`src/rtl/dsconv_pkg.sv`:
```
// Shared types for the dual-slope conversion sequencer.
package dsconv_pkg;

    // Phase of the shared sample period, decoded from the top counter bits.
    typedef enum logic [1:0] {
        PH_DEINT = 2'd0,
        PH_AZ    = 2'd1,
        PH_INT   = 2'd2
    } phase_e;

endpackage

```
`src/rtl/dsconv_timebase.sv`:
```
// Free-running sample counter and phase decoder.
// Assumes CNT_W >= 3. The lower half of the period is de-integration,
// the third quarter auto-zero and the top quarter integration.
module dsconv_timebase
    import dsconv_pkg::*;
#(
    parameter int CNT_W = 8
) (
    input  logic             clk,
    input  logic             rst_n,
    output logic [CNT_W-1:0] cnt_o,
    output phase_e           phase_o
);

    localparam logic [CNT_W-1:0] CNT_MAX = '1;

    logic [CNT_W-1:0] cnt_q;

    // Advance the shared counter, wrapping naturally at full scale.
    always_ff @(posedge clk) begin
        if (!rst_n) cnt_q <= '0;
        else        cnt_q <= cnt_q + 1'b1;
    end

    // Decode the phase from the two most significant bits.
    always_comb begin
        unique case (cnt_q[CNT_W-1 -: 2])
            2'b10:   phase_o = PH_AZ;
            2'b11:   phase_o = PH_INT;
            default: phase_o = PH_DEINT;
        endcase
    end

    assign cnt_o = cnt_q;

    assert_wrap_R1: assert property (@(posedge clk) disable iff (!rst_n)
        (cnt_q == CNT_MAX) |=> (cnt_q == '0));

    assert_step_R1: assert property (@(posedge clk) disable iff (!rst_n)
        (cnt_q != '0) |-> (cnt_q == $past(cnt_q) + 1'b1));

endmodule

```
`src/rtl/dsconv_chan.sv`:
```
// One converter channel: two-flop trip synchronizer, first-trip capture
// of the low counter bits during de-integration, saturation at the end
// of the window. Assumes the trip line is asynchronous to clk.
module dsconv_chan
    import dsconv_pkg::*;
#(
    parameter int CNT_W  = 8,
    parameter int CODE_W = CNT_W - 1
) (
    input  logic              clk,
    input  logic              rst_n,
    input  logic              trip_i,
    input  logic [CNT_W-1:0]  cnt_i,
    input  phase_e            phase_i,
    output logic [CODE_W-1:0] code_o,
    output logic              dint_o
);

    localparam logic [CNT_W-1:0] LAST_DEINT = {1'b0, {(CNT_W-1){1'b1}}};
    localparam logic [CNT_W-1:0] CNT_MAX    = '1;

    logic              sync1_q, sync2_q;
    logic              done_q;
    logic [CODE_W-1:0] code_q;
    logic              take;

    // Capture on the first synchronized trip, or force full scale at the window end.
    assign take = (phase_i == PH_DEINT) && !done_q && (sync2_q || (cnt_i == LAST_DEINT));

    // Bring the comparator line into the clock domain.
    always_ff @(posedge clk) begin
        if (!rst_n) begin
            sync1_q <= 1'b0;
            sync2_q <= 1'b0;
        end else begin
            sync1_q <= trip_i;
            sync2_q <= sync1_q;
        end
    end

    // Hold the first-stage code and the captured flag for this period.
    always_ff @(posedge clk) begin
        if (!rst_n) begin
            done_q <= 1'b0;
            code_q <= '0;
        end else if (cnt_i == CNT_MAX) begin
            done_q <= 1'b0;
        end else if (take) begin
            done_q <= 1'b1;
            code_q <= cnt_i[CODE_W-1:0];
        end
    end

    assign dint_o = (phase_i == PH_DEINT) && !done_q;
    assign code_o = code_q;

    assert_capture_in_window_R6: assert property (@(posedge clk) disable iff (!rst_n)
        $rose(done_q) |-> ($past(cnt_i) <= LAST_DEINT));

    assert_first_only_R4: assert property (@(posedge clk) disable iff (!rst_n)
        $past(done_q) |-> $stable(code_q));

    assert_saturate_R5: assert property (@(posedge clk) disable iff (!rst_n)
        (cnt_i == LAST_DEINT + 1'b1) |-> done_q);

endmodule

```
`src/rtl/dsconv_bank.sv`:
```
// Second-stage output bank: copies every first-stage code at once when
// the counter steps into the integrate phase, and holds otherwise.
module dsconv_bank #(
    parameter int NUM_CH = 16,
    parameter int CNT_W  = 8,
    parameter int CODE_W = CNT_W - 1
) (
    input  logic                     clk,
    input  logic                     rst_n,
    input  logic [CNT_W-1:0]         cnt_i,
    input  logic [NUM_CH*CODE_W-1:0] stage1_i,
    output logic [NUM_CH*CODE_W-1:0] code_o
);

    localparam logic [CNT_W-1:0] XFER_AT = {2'b11, {(CNT_W-2){1'b0}}};

    logic [NUM_CH*CODE_W-1:0] bank_q;

    // Transfer on the edge that brings the count to the integrate start.
    always_ff @(posedge clk) begin
        if (!rst_n)                        bank_q <= '0;
        else if (cnt_i == XFER_AT - 1'b1)  bank_q <= stage1_i;
    end

    assign code_o = bank_q;

    assert_hold_R7: assert property (@(posedge clk) disable iff (!rst_n)
        (cnt_i != XFER_AT) |-> $stable(bank_q));

endmodule

```
`src/rtl/dsconv_seq.sv`:
```
// Top of the shared-counter dual-slope sequencer: one timebase, one
// capture channel per converter, one synchronized output bank.
// Assumes every channel's analog integrator follows az_o, int_o and dint_o.
module dsconv_seq
    import dsconv_pkg::*;
#(
    parameter int NUM_CH = 16,
    parameter int CNT_W  = 8,
    localparam int CODE_W = CNT_W - 1
) (
    input  logic                     clk,
    input  logic                     rst_n,
    input  logic [NUM_CH-1:0]        trip_i,
    output logic                     az_o,
    output logic                     int_o,
    output logic [NUM_CH-1:0]        dint_o,
    output logic [NUM_CH*CODE_W-1:0] code_o
);

    logic [CNT_W-1:0]         cnt;
    phase_e                   phase;
    logic [NUM_CH*CODE_W-1:0] stage1;

    dsconv_timebase #(.CNT_W(CNT_W)) timebase_i (
        .clk     (clk),
        .rst_n   (rst_n),
        .cnt_o   (cnt),
        .phase_o (phase)
    );

    for (genvar k = 0; k < NUM_CH; k++) begin : g_chan
        dsconv_chan #(.CNT_W(CNT_W), .CODE_W(CODE_W)) chan_i (
            .clk     (clk),
            .rst_n   (rst_n),
            .trip_i  (trip_i[k]),
            .cnt_i   (cnt),
            .phase_i (phase),
            .code_o  (stage1[k*CODE_W +: CODE_W]),
            .dint_o  (dint_o[k])
        );
    end

    dsconv_bank #(.NUM_CH(NUM_CH), .CNT_W(CNT_W), .CODE_W(CODE_W)) bank_i (
        .clk      (clk),
        .rst_n    (rst_n),
        .cnt_i    (cnt),
        .stage1_i (stage1),
        .code_o   (code_o)
    );

    assign az_o  = (phase == PH_AZ);
    assign int_o = (phase == PH_INT);

    assert_phase_excl_R1: assert property (@(posedge clk) disable iff (!rst_n)
        !(az_o && int_o) && !((az_o || int_o) && (dint_o != '0)));

endmodule

```
`config.mk`:
```
export PLATFORM = sky130hd
export DESIGN_NAME = dsconv_seq
export DESIGN_NICKNAME = d
export VERILOG_FILES = /design/src/rtl/dsconv_pkg.sv /design/src/rtl/dsconv_timebase.sv /design/src/rtl/dsconv_chan.sv /design/src/rtl/dsconv_bank.sv /design/src/rtl/dsconv_seq.sv
export SDC_FILE = /design/constraint.sdc
export NUM_CORES = 1
export LEC_CHECK = 0
export BUFFER_PORTS_ARGS = -buffer_cell sky130_fd_sc_hd__buf_4
export CAP_MARGIN = 20
export CORE_MARGIN = 2
export CORE_UTILIZATION = 35
export CTS_BUF_LIST = sky130_fd_sc_hd__clkbuf_8
export CTS_CLUSTER_DIAMETER = 60
export CTS_CLUSTER_SIZE = 28
export DETAILED_ROUTE_END_ITERATION = 6
export SYNTH_ARGS = -nofsm -noshare
export SYNTH_HDL_FRONTEND = slang
export SYNTH_SLANG_ARGS = --single-unit
```
`constraint.sdc`:
```
create_clock -name clk -period 2.2 [get_ports clk]
set_input_delay 0.33 -clock clk [delete_from_list [all_inputs] [get_ports clk]]
set_output_delay 0.33 -clock clk [all_outputs]
set_load 0.02 [all_outputs]
```
==> impl_results.md <==
* Status: complete, no violations
* Max clock buf depth at 3
* Clock sink total at 280
* WL/cell at roughly 19 µm
* Clock Skew at roughly 0.014 ns
* Die ar. at between 30000 and 40000 µm²
* Max cap viols at 0
* Rows at 71
* Unique masters post-synth at 31
* Final period util at between 90 and 100%
* Pwr dens at approximately 610 nW/µm²
* Sequential fraction of the synthesis area at ~43%
* Relative slew slack at between 50% and 60%
* Die X-Extent at about 200 µm
* Syn nets at 1516
* Top post-synthesis cells by area: dfxtp_1 43%, nand4_1 11%, mux2i_1 8.5%
* Post-synth top cells: 280 x dfxtp_1, 233 x nand2_1, 232 x nand4_1
* Startpoint types: register
* Max-slew violations at 0
* CTS tree: yes
* Largest net degree at the start of global routing at 90
* Non-filler cells, final at around 2100
* Syn-to-layout area delta at 18.1%
* Routability cong. at 0.755
* Final hold vios at 0
* Total Routing Usage GR at 19.7%
* Fin crit period at approximately 2.2 ns
* Clk pin slew, worst setup/hold paths at approximately 0.11 ns
* Post-Synth Adder-Cell Area at less than 1%
* Share of the synthesized area in the top cell type at between 40% and 50%
* Remaining DRCs at 0
* Post-Synth XOR/XNOR Area at 0.199%
* H-tree levels at 1
* Min setup slack post-route at between 0.02 and 0.025 ns
* Setup WS pre-CTS at ~0.34 ns
* Peak supply drop at 0.455 mV
* Post-layout nets at between 1500 and 2000
* Post-Route WL at around 40 mm
* Synthesized cell area at between 10000 and 15000 µm²
* Cells after Synth at roughly 1500
* Clock Latency Late Sink at about 0.60 ns
* RSZ-0062 raised after global routing: yes
* Ys flop type: dfxtp_1
* DRT iter0 DRCs at 1046
* CTS buffer count at 28
* Fin util at around two fifths
* Worst Tran Pin Value at ~0.74 ns
* 1st-pass router iterations at 5
* DP HPWL at around 25 mm
* Port Buffers at 147
* Post-synth ARST share at 0%
* Final Power at around 9.4 mW
* Largest family of logic cells by synthesized area: simple AND/OR/NAND/NOR gates
* Root Buffer: clkbuf_8
* Simple-Gate Fraction of Synth Area at 27.5%
* Number of synthesized flops with an enable pin at 0
* Ys Warns at 0
* Fin area at between 15000 and 20000 µm²
* Crit-path max cell delay at approximately 0.43 ns
* Mux cell area share after synthesis at under 10%
* Die Ht at approximately 200 µm
* Post-CTS Setup Bufs at 0
* I/O pin count at around 150
* Vias per cell at between 5 and 6
* Remaining global-route overflow at 0
* Vias in the first global route at between 10000 and 15000
* Largest area contributor in the netlist: dfxtp_1
* Initial antenna violation count at 0
* Max Clock Freq at 460 MHz
* Final setup vio count at 0
* Crit end category: primary output
* Via count at 11822
* Worst path required time at 1.87 ns
* Leak at approximately 5.2 nW
* Worst Path Arrival at ~1.9 ns
* Setup Crit Path Kind: register to primary output
* Seq cells post-synth at between 200 and 300
* Area of the core at between 30000 and 40000 µm²
* First-pass GRT wire length at slightly above 60 mm
* Fill count at ~3700
* Antenna viol nets, final at 0
* Top-count cell post-synth: dfxtp_1
* Critical Path Fanout Max at 15
* Crit-path cells: buf_12, buf_4, nor2_1, buf_4, buf_4
* Syn avg cell area at 8.80 µm²
* Placed cells at slightly above 2000
* Slowest-stage cell, CP: dfxtp_4
* Layout cell share with drive strength beyond 1 at 22.7%
* Most common cell on crit path: buf_4
* Worst hold path type: input port to register
* Synth Area in Compound Gates at a little over an eighth
* Cell Area, Placed at between 10000 and 15000 µm²
* Initial core utilization at 35.2%
[cell usage in the layout, fill, tap and decap left out, types with 29 or more instances in the layout]
| master | count |
|---|---|
| a2bb2oi_1 | 35 |
| and2_1 | 41 |
| buf_4 | 208 |
| clkbuf_8 | 32 |
| dfxtp_1 | 278 |
| inv_1 | 36 |
| mux2i_1 | 112 |
| nand2_1 | 232 |
| nand4_1 | 232 |
| nor2_1 | 29 |
| nor4bb_1 | 35 |
| o2111ai_1 | 112 |
| o211ai_1 | 35 |
| or2_2 | 77 |
[sequential cells by signal, summed over array words and instances (netlist names)]
name and count:
bank_i.code_o 112, timebase_i.cnt_o 8, g_chan.chan_i.code_o 112, g_chan.chan_i.done_q 16
g_chan.chan_i.sync1_q 16, g_chan.chan_i.sync2_q 16
[area by class of cell]
type | instances | area [µm²] | share of cell area [%]
Timing Repair Buffer | 237 | 2000 | 12.9
Clock inverter | 19 | 180 | 1.16
Antenna cell | 2 | 5.00 | 0.0322
Clock buffer | 32 | 440 | 2.83
Sequential cell | 280 | 5610 | 36.1
Inverter | 34 | 128 | 0.820
Tap cell | 511 | 639 | 4.11
Multi-Input combinational cell | 987 | 6560 | 42.1
[critical path: cells and delay by family (launching register included)]
family        cells  cell delay, ns
simple gates      1            0.06
flops             1            0.43
buf+inv           4            0.76
[worst paths after layout]
kind	from	to	slack (ns)	cells past startpoint
min	rst_n	bank_i.code_o[37]	0.13	3
max reg2reg	timebase_i.cnt_o[7]	g_chan[5].chan_i.code_o[5]	0.18	5
min reg2reg	g_chan[14].chan_i.sync1_q	g_chan[14].chan_i.sync2_q	0.43	1
max	timebase_i.cnt_o[7]	dint_o[1]	0.02	5
[stage by stage]
stage / TNS (ns) / hold WS, ns
final: 0 / 0.133
after global placement: 0 / 0.416
after global routing: -0.223 / 0.125
after floorplan: 0 / 0.412
after CTS: -0.0209 / 0.0860
after detailed placement: 0 / 0.421
[kinds of logic after synthesis]
family,after synthesis
adder cells (fa/ha/maj),1
AO/OA/AOI/OAI,205
buffers and inverters,230
AND/OR/NAND/NOR,666
flip-flops,280
multiplexers,112
XOR/XNOR,3
[where the power goes]
part | internal (mW) | switching, mW | leakage [nW]
clock | 1.48 | 2.14 | 0.330
sequential | 5.13 | 0.0686 | 2.27
combinational | 0.216 | 0.392 | 2.63
total | 6.82 | 2.60 | 5.23
[routing by layer]
layer	vias up	part of all wire (%)	global-route usage (%)
met5	-	0	0
met1	5699	46	27.9
met4	0	2.2	5.15
met3	58	6.6	2.54
li1	5697	-	-
met2	368	45	31.7
[repair_timing]
action                                  CTS  global route
gates cloned                              2             0
endpoints found under the setup margin    7             6
hold buffers                             16             0
gates resized for setup                   8             2
endpoints found under the hold margin    16             0
No activity file was read; power rests on OpenSTA's default activity.
